<file path="config.mk">
export PLATFORM = sky130hd
export DESIGN_NAME = adc_rd_ctrl
export DESIGN_NICKNAME = d
export VERILOG_FILES = /design/src/rtl/adc_rd_pkg.sv /design/src/rtl/adc_rd_runcnt.sv /design/src/rtl/adc_rd_sipo.sv /design/src/rtl/adc_rd_ctrl.sv
export SDC_FILE = /design/constraint.sdc
export NUM_CORES = 1
export LEC_CHECK = 0
export BUFFER_PORTS_ARGS = -buffer_cell sky130_fd_sc_hd__buf_2
export CAP_MARGIN = 5
export CORE_AREA = 3 3 68 70
export CTS_CLUSTER_SIZE = 16
export DETAILED_ROUTE_END_ITERATION = 10
export DIE_AREA = 0 0 71 73
export PLACE_DENSITY = 0.81
export SLEW_MARGIN = 5
export SYNTH_ARGS = -nofsm -noshare
export SYNTH_HDL_FRONTEND = slang
export SYNTH_SLANG_ARGS = --single-unit
</file>
<file path="constraint.sdc">
create_clock -name clk -period 4.2 [get_ports clk]
set_input_delay 0.42 -clock clk [delete_from_list [all_inputs] [get_ports clk]]
set_output_delay 0.42 -clock clk [all_outputs]
set_load 0.02 [all_outputs]
</file>
<file path="src/rtl/adc_rd_pkg.sv">
`timescale 1ns/1ps
package adc_rd_pkg;

  typedef enum logic [2:0] {
    ST_IDLE,
    ST_PWRUP,
    ST_CNVLO,
    ST_WAITC,
    ST_SCKH,
    ST_SCKL,
    ST_DONE
  } rd_state_t;

  // Nanoseconds to clock cycles, rounded up, never below one cycle.
  function automatic int cyc_ceil(input int t_ns, input int clk_ns);
    int r;
    r = (t_ns + clk_ns - 1) / clk_ns;
    return (r < 1) ? 1 : r;
  endfunction

endpackage

</file>
<file path="src/rtl/adc_rd_runcnt.sv">
`timescale 1ns/1ps
// Saturating elapsed-cycle counter with synchronous clear.
module adc_rd_runcnt #(
  parameter int W   = 8,
  parameter int MAX = 255
) (
  input  logic         clk,
  input  logic         rst,
  input  logic         clr,
  output logic [W-1:0] cnt
);
  localparam logic [W-1:0] CAP = W'(MAX);

  always_ff @(posedge clk) begin
    if (rst || clr) cnt <= '0;
    else if (cnt != CAP) cnt <= cnt + 1'b1;
  end
endmodule

</file>
<file path="src/rtl/adc_rd_sipo.sv">
`timescale 1ns/1ps
// Serial-in parallel-out register, first bit ends up in the top position.
module adc_rd_sipo #(
  parameter int NB = 8
) (
  input  logic          clk,
  input  logic          rst,
  input  logic          en,
  input  logic          din,
  output logic [NB-1:0] q
);
  always_ff @(posedge clk) begin
    if (rst) q <= '0;
    else if (en) q <= {q[NB-2:0], din};
  end
endmodule

</file>
<file path="src/rtl/adc_rd_ctrl.sv">
`timescale 1ns/1ps
module adc_rd_ctrl
  import adc_rd_pkg::*;
#(
  parameter int NB          = 8,
  parameter int CLK_NS      = 10,
  parameter int T_PWRUP_NS  = 1000,
  parameter int T_LO_NS     = 20,
  parameter int T_CONV_NS   = 5000,
  parameter int T_SETUP_NS  = 5,
  parameter int T_HALF_NS   = 25
) (
  input  logic          clk,
  input  logic          rst,
  input  logic          start_i,
  input  logic          auto_pd_i,
  input  logic          sdi_i,
  output logic          cnv_o,
  output logic          sck_o,
  output logic [NB-1:0] result_o,
  output logic          result_vld_o,
  output logic          busy_o
);
  localparam int PWRUP_CYC = cyc_ceil(T_PWRUP_NS, CLK_NS);
  localparam int LO_CYC    = cyc_ceil(T_LO_NS, CLK_NS);
  localparam int CONV_CYC  = cyc_ceil(T_CONV_NS, CLK_NS);
  localparam int SETUP_CYC = cyc_ceil(T_SETUP_NS, CLK_NS);
  localparam int HALF_CYC  = cyc_ceil(T_HALF_NS, CLK_NS);
  localparam int M1        = (PWRUP_CYC > CONV_CYC) ? PWRUP_CYC : CONV_CYC;
  localparam int M2        = (LO_CYC > SETUP_CYC) ? LO_CYC : SETUP_CYC;
  localparam int M3        = (M2 > HALF_CYC) ? M2 : HALF_CYC;
  localparam int MAXC      = (M1 > M3) ? M1 : M3;
  localparam int CNT_W     = $clog2(MAXC + 1);
  localparam int BIT_W     = $clog2(NB);
  localparam int NCNT      = 3;
  localparam int IX_HI     = 0;  // cycles convert-start has been high
  localparam int IX_CV     = 1;  // cycles since convert-start fell
  localparam int IX_PH     = 2;  // cycles in the current clock phase

  rd_state_t             state;
  logic                  cnv_q, sck_q, busy_q, vld_q, auto_q;
  logic [NB-1:0]         res_q;
  logic [BIT_W-1:0]      bit_q;
  logic [NB-1:0]         sh_q;
  logic [NCNT-1:0]       run_clr;
  logic [CNT_W-1:0]      run_q [NCNT];
  logic                  pwr_ok, lo_ok, conv_ok, setup_ok, ph_done, go_read, sample_en;

  assign pwr_ok   = run_q[IX_HI] >= CNT_W'(PWRUP_CYC - 1);
  assign setup_ok = run_q[IX_HI] >= CNT_W'(SETUP_CYC - 1);
  assign lo_ok    = run_q[IX_CV] >= CNT_W'(LO_CYC - 1);
  assign conv_ok  = run_q[IX_CV] >= CNT_W'(CONV_CYC - 1);
  assign ph_done  = run_q[IX_PH] >= CNT_W'(HALF_CYC - 1);
  assign go_read  = (state == ST_WAITC) && conv_ok && setup_ok;
  assign sample_en = (state == ST_SCKH) && ph_done;

  assign run_clr[IX_HI] = !cnv_q;
  assign run_clr[IX_CV] = (state == ST_PWRUP) && pwr_ok;
  assign run_clr[IX_PH] = go_read || (((state == ST_SCKH) || (state == ST_SCKL)) && ph_done);

  for (genvar g = 0; g < NCNT; g++) begin : g_run
    adc_rd_runcnt #(.W(CNT_W), .MAX(MAXC)) u_run (
      .clk (clk),
      .rst (rst),
      .clr (run_clr[g]),
      .cnt (run_q[g])
    );
  end

  adc_rd_sipo #(.NB(NB)) u_sipo (
    .clk (clk),
    .rst (rst),
    .en  (sample_en),
    .din (sdi_i),
    .q   (sh_q)
  );

  always_ff @(posedge clk) begin
    if (rst) begin
      state  <= ST_IDLE;
      cnv_q  <= 1'b0;
      sck_q  <= 1'b0;
      busy_q <= 1'b0;
      vld_q  <= 1'b0;
      auto_q <= 1'b0;
      res_q  <= '0;
      bit_q  <= '0;
    end else begin
      vld_q <= 1'b0;
      case (state)
        ST_IDLE: if (start_i) begin
          busy_q <= 1'b1;
          auto_q <= auto_pd_i;
          cnv_q  <= 1'b1;
          state  <= ST_PWRUP;
        end
        ST_PWRUP: if (pwr_ok) begin
          cnv_q <= 1'b0;
          state <= ST_CNVLO;
        end
        ST_CNVLO: if (auto_q ? conv_ok : lo_ok) begin
          cnv_q <= 1'b1;
          state <= ST_WAITC;
        end
        ST_WAITC: if (go_read) begin
          sck_q <= 1'b1;
          bit_q <= '0;
          state <= ST_SCKH;
        end
        ST_SCKH: if (ph_done) begin
          sck_q <= 1'b0;
          bit_q <= bit_q + 1'b1;
          state <= (bit_q == BIT_W'(NB - 1)) ? ST_DONE : ST_SCKL;
        end
        ST_SCKL: if (ph_done) begin
          sck_q <= 1'b1;
          state <= ST_SCKH;
        end
        ST_DONE: begin
          res_q  <= sh_q;
          vld_q  <= 1'b1;
          busy_q <= 1'b0;
          state  <= ST_IDLE;
        end
        default: state <= ST_IDLE;
      endcase
    end
  end

  assign cnv_o        = cnv_q;
  assign sck_o        = sck_q;
  assign busy_o       = busy_q;
  assign result_vld_o = vld_q;
  assign result_o     = res_q;
endmodule

</file>
==> results of run 1 <==
final timing paths:
path	start	to	slack, ns
setup / recovery	g_run[2].u_run.cnt[1]	bit_q[0]	2.19
hold / removal	sdi_i	u_sipo.q[0]	0.35
setup reg to reg	g_run[2].u_run.cnt[1]	bit_q[0]	2.19
hold reg to reg	sck_o	sck_o	0.49
cell usage in the layout (no fill, tap or decap), types with 7 or more instances in the layout:
cell type | netlist | layout
nor2_1 | 60 | 60
dfxtp_1 | 54 | 54
mux2i_1 | 19 | 19
buf_2 | 5 | 16
nand3_1 | 15 | 15
nand2_1 | 13 | 13
inv_1 | 12 | 12
a21oi_1 | 10 | 10
ha_1 | 10 | 10
nor3_1 | 9 | 9
xor2_1 | 9 | 9
xnor2_1 | 8 | 8
o21ai_0 | 7 | 7
area by class of cell:
cell class                      count  area [µm²]
Tap cell                           50        62.6
Inverter                           12        45.0
Clock buffer                        6        82.6
Fill cell                         343        1280
Sequential cell                    54        1080
Clock inverter                      1        30.0
Multi-Input combinational cell    210        1370
Timing Repair Buffer               16        80.1
cells by family (layout without fill, tap and decap cells):
| family | after synthesis | after routing | synth area share (%) |
|---|---|---|---|
| AND/OR/NAND/NOR | 131 | 131 | 25.5 |
| AO/OA/AOI/OAI | 31 | 31 | 8.76 |
| XOR/XNOR | 17 | 17 | 5.79 |
| buffers and inverters | 25 | 35 | 4.77 |
| multiplexers | 21 | 21 | 8.27 |
| flip-flops | 54 | 54 | 42.0 |
| adder cells (fa/ha/maj) | 10 | 10 | 4.87 |
sequential cells by signal, summed over array words and instances, names as in the netlist, 3 cells and up:
register and count:
g_run.u_run.cnt 27, u_sipo.q 8, state 3, bit_q 3
result_o 8
stage by stage:
step | setup WS (ns) | std cells
2_1_floorplan | 2.42 | 289
3_3_place_gp | 2.29 | 342
3_5_place_dp | 2.18 | 342
4_1_cts | 2.17 | 349
5_1_grt | 2.03 | 349
6_report | 2.19 | 349
power by group through the flow:
stage	Sequential, mW	Combinational (mW)	Clock [mW]
2_1_floorplan	0.549	0.0598	0
3_3_place_gp	0.554	0.0665	0
3_5_place_dp	0.555	0.0684	0
4_1_cts	0.543	0.0688	0.355
5_1_grt	0.546	0.0776	0.372
6_report	0.543	0.0679	0.349
metal layers:
metal,vias up,track usage [%]
met4,0,8.98
met5,-,0
met1,927,21.5
li1,1010,-
met2,25,34.2
met3,4,4.41
tightest hold or removal path, cell delays in order:
cell and delay, ns:
buf_2 0.07, mux2i_1 0.05, nor2_1 0.07
synth_stat cells (3+ instances only):
cell type and n:
nor4_1 4, o21ai_0 7, inv_1 12, nor3_1 9, buf_2 5, xor2_1 9
a31oi_1 3, and3_1 4, nand3b_1 3, dfxtp_1 54, nand3_1 15, clkbuf_1 4
nor2_1 60, ha_1 10, mux2i_1 19, nand4_1 5, nand2_1 13, xnor2_1 8
or3_1 3, a21oi_1 10, nand2b_1 3
==> results.toml, run 1 <==
[status]
outcome = "finished, final reports clean"

[synth]
synth_edf_count = 0
seq_area_frac_synth_pct = 42.0
yosysWarnings = 0
yosys-top-cells-area = "dfxtp_1 42%, nor2_1 8.8%, mux2i_1 7.4%"
synth-seq-cells = 54
ys_async_sr_fraction_pct = 0
synth_cell_types = 43
synth_top_area_share_pct = 42.0
syn_area_per_cell_um2 = 8.90
synth_top_cell_by_area = "dfxtp_1"
synthFlopType = "dfxtp_1"
syn_nets = 304
syn_inst = 289
syn-cell-area_um2 = 2570

[sta]
setup_tns_ns = 0
finalSetupViolCount = 0
hold_viol_final = 0
tightest_slew_ns = 0.582
report.final.slew_viol_count = 0
period_share_pct = 47.9
relSlewSlack_pct = 60.7
fin_skew_ns = 0.00541
fmax_mhz = 497
post-route-min-period_ns = 2.01
rsz0062_at_grt = "no"
whs_ns = 0.355

[routing]
vias = 1966
wl_met3_um = 111
first_pass_iters = 4
wl_met1_mm = 2.03
ant_nets = 0
drt_iter0_drc = 80
top_layer = "met4"
wl_met2_mm = 2.21
drt_wl_total_mm = 4.42
vias_per_cell = 5.63
drc = 0
wl_per_cell_um = 12.7

[pwr]
p_seq_share_pct = 56.6
power_density_nw_per_um2 = 349
power.leakage_nw = 1.08
intPower_uw = 744
clock_power_share_pct = 36.3
pwr-share-comb_pct = 7.1
sw_frac_of_total_pct = 22.6
power_switching_uw = 217
ir_drop_uv = 259
p_total_uw = 960

[placement]
numPortBuffers = 16
dp.final_hpwl_mm = 3.16
gp_congestion = 0.820
place_area_um2 = 2640

[global_route]
grt_pass1_wl_mm = 8.02
antenna_found_initial = 0
grt_pass1_vias = 1908
grt_usage_pct = 19.1
grt.overflow.total = 0
grt_max_degree = 32

[cts]
post_cts_buffers = 0
root_buffer = "clkbuf_8"
cts_hold_buf = 0
htreeDepth = 2
cts.sinks = 54
cts_tree = "built"
cts_resized = 0
cts_buffer_depth = 2
clk_pin_slew_ns = 0.09
numCtsBuffers = 5
clkLatencyLatePin_ns = 0.30

[critical_path]
worst-path-stages = 6
cp-start-kind = "flop"
endpoint_kind = "flop"
cp_slowest_stage_delay_ns = 0.47
cp_cell_sequence = "ha_1 -> nor4_1 -> a31oi_1 -> nor2b_4 -> mux2_2 -> nor2_1"
cp_max_fo = 14
slowest_stage = "nor2b_4"
reg2reg_depth = 6
cp_top_family = "simple AND/OR/NAND/NOR gates"
critical_path_class = "flop to flop"
critical_path_arrival_ns = 2.25
worstPathRequired_ns = 4.44
path_buf_inv = 0

[die]
core_region_area_um2 = 4030
rows = 23
io_pins = 17
die_area_um2 = 5180
initial_utilization_pct = 63.8
die_h_um = 73
die_width_um = 71

[layout]
drive_above_1_share_pct = 11.4
final_util_pct = 68.2
nNetsFinal = 314
diodes = 0
area_delta_synth_final_pct = 6.91
fin_area_um2 = 2750

[flow_run]
max-cap-violations = 0

[hold_path]
min_path_cells = 3
hp-class = "primary input to flop"
(Power assumes the default switching activity.)
==> inputs of run 2 (changes only) <==
- CORE_AREA: 3 3 68 70 -> 3 3 74 76
- DIE_AREA: 0 0 71 73 -> 0 0 77 79
- PLACE_DENSITY: 0.81 -> 0.73
- clock period: 4.2 -> 1.85 ns (I/O delays scaled with it)
==> run 2 against run 1 <==
Effect of this change: wire length grew 6.9%; final area increased by 7.4%; global-route usage decreased by 3.0 points; register-to-register slack got worse by 2.1 ns; clock power grew 100%; first-iteration DRC count rose by 21%; fmax grew 13%; count of clock-buffer cells in the layout did not move; critical path type unchanged.
==> results.toml, run 2 (same netlist as run 1, synthesis figures left out) <==
[critical_path]
critical_path_class = "flop to flop"
cp_slowest_stage_delay_ns = 0.48
cp-start-kind = "flop"
crit_start = "g_run[0].u_run.cnt[3]"
worstPathRequired_ns = 2.06
cp_cell_sequence = "nor4_1 -> a31oi_4 -> o32ai_2 -> nor3_1 -> mux2_2"
endpoint_kind = "flop"
cp_max_fo = 4
critical_path_arrival_ns = 1.99
path_buf_inv = 0
slowest_stage = "nor4_1"
r2r_start = "g_run[0].u_run.cnt[3]"
cp_top_family = "simple AND/OR/NAND/NOR gates"

[sta]
fin_skew_ns = 0.00783
whs_ns = 0.116
period_share_pct = 96.4
hold_viol_final = 0
tightest_slew_ns = 0.607
finalSetupViolCount = 0
post-route-min-period_ns = 1.78
fmax_mhz = 561
report.final.slew_viol_count = 0
relSlewSlack_pct = 59.0

[cts]
cts.sinks = 54
cts_hold_buf = 0
clkLatencyLatePin_ns = 0.30
clk_pin_slew_ns = 0.10
numCtsBuffers = 5
htreeDepth = 2
cts_buffer_depth = 2
root_buffer = "clkbuf_8"
cts_tree = "built"

[die]
rows = 25
die_h_um = 79
initial_utilization_pct = 53.7
core_region_area_um2 = 4790
die_width_um = 77
io_pins = 17
die_area_um2 = 6080

[global_route]
antenna_found_initial = 0
grt.busiest_layer = "met2"
grt_pass1_wl_mm = 8.25
grt_pass1_vias = 1937
grtUsageMet1_pct = 20.0
grt_use_met3_pct = 3.40
met2_usage_pct = 28.7
grt_usage_pct = 16.1
grt_max_degree = 32
grt.overflow.total = 0

[layout]
final_common_cell = "nor2_1"
largest_reg_flops = 27
fin_area_um2 = 2950
multi_input_area_um2 = 1410
final_cell_mix = "59 x nor2_1, 54 x dfxtp_1, 19 x mux2i_1"
drive_above_1_share_pct = 18.8
top_register = "g_run.u_run.cnt"
area_delta_synth_final_pct = 14.8
seq_area_um2 = 1080
fill_cells = 397
nNetsFinal = 333
diodes = 0

[routing]
drt_iter0_drc = 97
vias = 2027
ant_nets = 0
drt_wl_total_mm = 4.72
drc = 0
vias_per_cell = 5.25
first_pass_iters = 4
wl_per_cell_um = 12.2

[pwr]
pwr-share-comb_pct = 9.7
power_density_nw_per_um2 = 717
p_seq_share_pct = 57.3
power.leakage_nw = 1.18
sw_frac_of_total_pct = 25.0
ir_drop_uv = 559
power_switching_uw = 529
intPower_mw = 1.59
clock_power_share_pct = 33.0

[placement]
dp.final_hpwl_mm = 3.35
gp_congestion = 0.891
place_area_um2 = 2790
numPortBuffers = 16

[status]
outcome = "finished, final reports clean"

[hold_path]
hp-class = "primary input to flop"
min_from = "auto_pd_i"

[flow_run]
max-cap-violations = 0
run 2: changes by cell type in the layout (fill, tap and decap cells not counted), sizes merged:
cell	before	now
buf	16	35
bufinv	1	0
clkinvlp	0	1
inv	12	13
run 2: power by group through the flow:
stage | sequential [mW] | clock, mW | combinational, mW
detailed placement | 1.24 | 0 | 0.204
finish | 1.21 | 0.699 | 0.205
floorplan | 1.25 | 0 | 0.136
global placement | 1.24 | 0 | 0.199
CTS | 1.21 | 0.719 | 0.205
global route | 1.22 | 0.758 | 0.232
run 2: final timing paths:
path | cells after the start | end | slack, ns
setup / recovery | 5 | state[1] | 0.07
hold / removal | 3 | auto_q | 0.12
setup reg to reg | 5 | state[1] | 0.07
hold reg to reg | 2 | sck_o | 0.49
run 2: layout make-up:
class / count / share of cell area, %
Clock inverter: 2 / 0.551
Multi-Input combinational cell: 210 / 47.7
Clock buffer: 6 / 2.80
Inverter: 12 / 1.53
Timing Repair Buffer: 35 / 7.97
Sequential cell: 54 / 36.6
Tap cell: 67 / 2.84
run 2: tightest hold or removal path, cell delays in order:
cell and delay (ns):
buf_2 0.08, mux2i_1 0.05, nor2_1 0.07
run 2: layer usage:
metal | vias up | wire length (µm)
li1 | 1049 | -
met1 | 948 | 2230
met2 | 24 | 2330
met3 | 6 | 123
met4 | 0 | 46
met5 | - | 0
run 2: stage by stage:
step | cells | utilization [%] | power, mW | setup TNS [ns] | worst slack [ns]
floorplan | 289 | - | 1.38 | 0 | 0.0691
global placement | 377 | 58.4 | 1.44 | 0 | 0.109
detailed placement | 377 | 58.4 | 1.44 | 0 | 0.0351
CTS | 385 | 60.4 | 2.14 | 0 | 0.00307
global route | 386 | 61.7 | 2.21 | -0.0323 | -0.0323
finish | 386 | 61.7 | 2.12 | 0 | 0.0668
run 2: repair_timing:
action,CTS,global route
buffers inserted,0,1
gates resized for setup,0,7
endpoints found under the setup margin,0,34
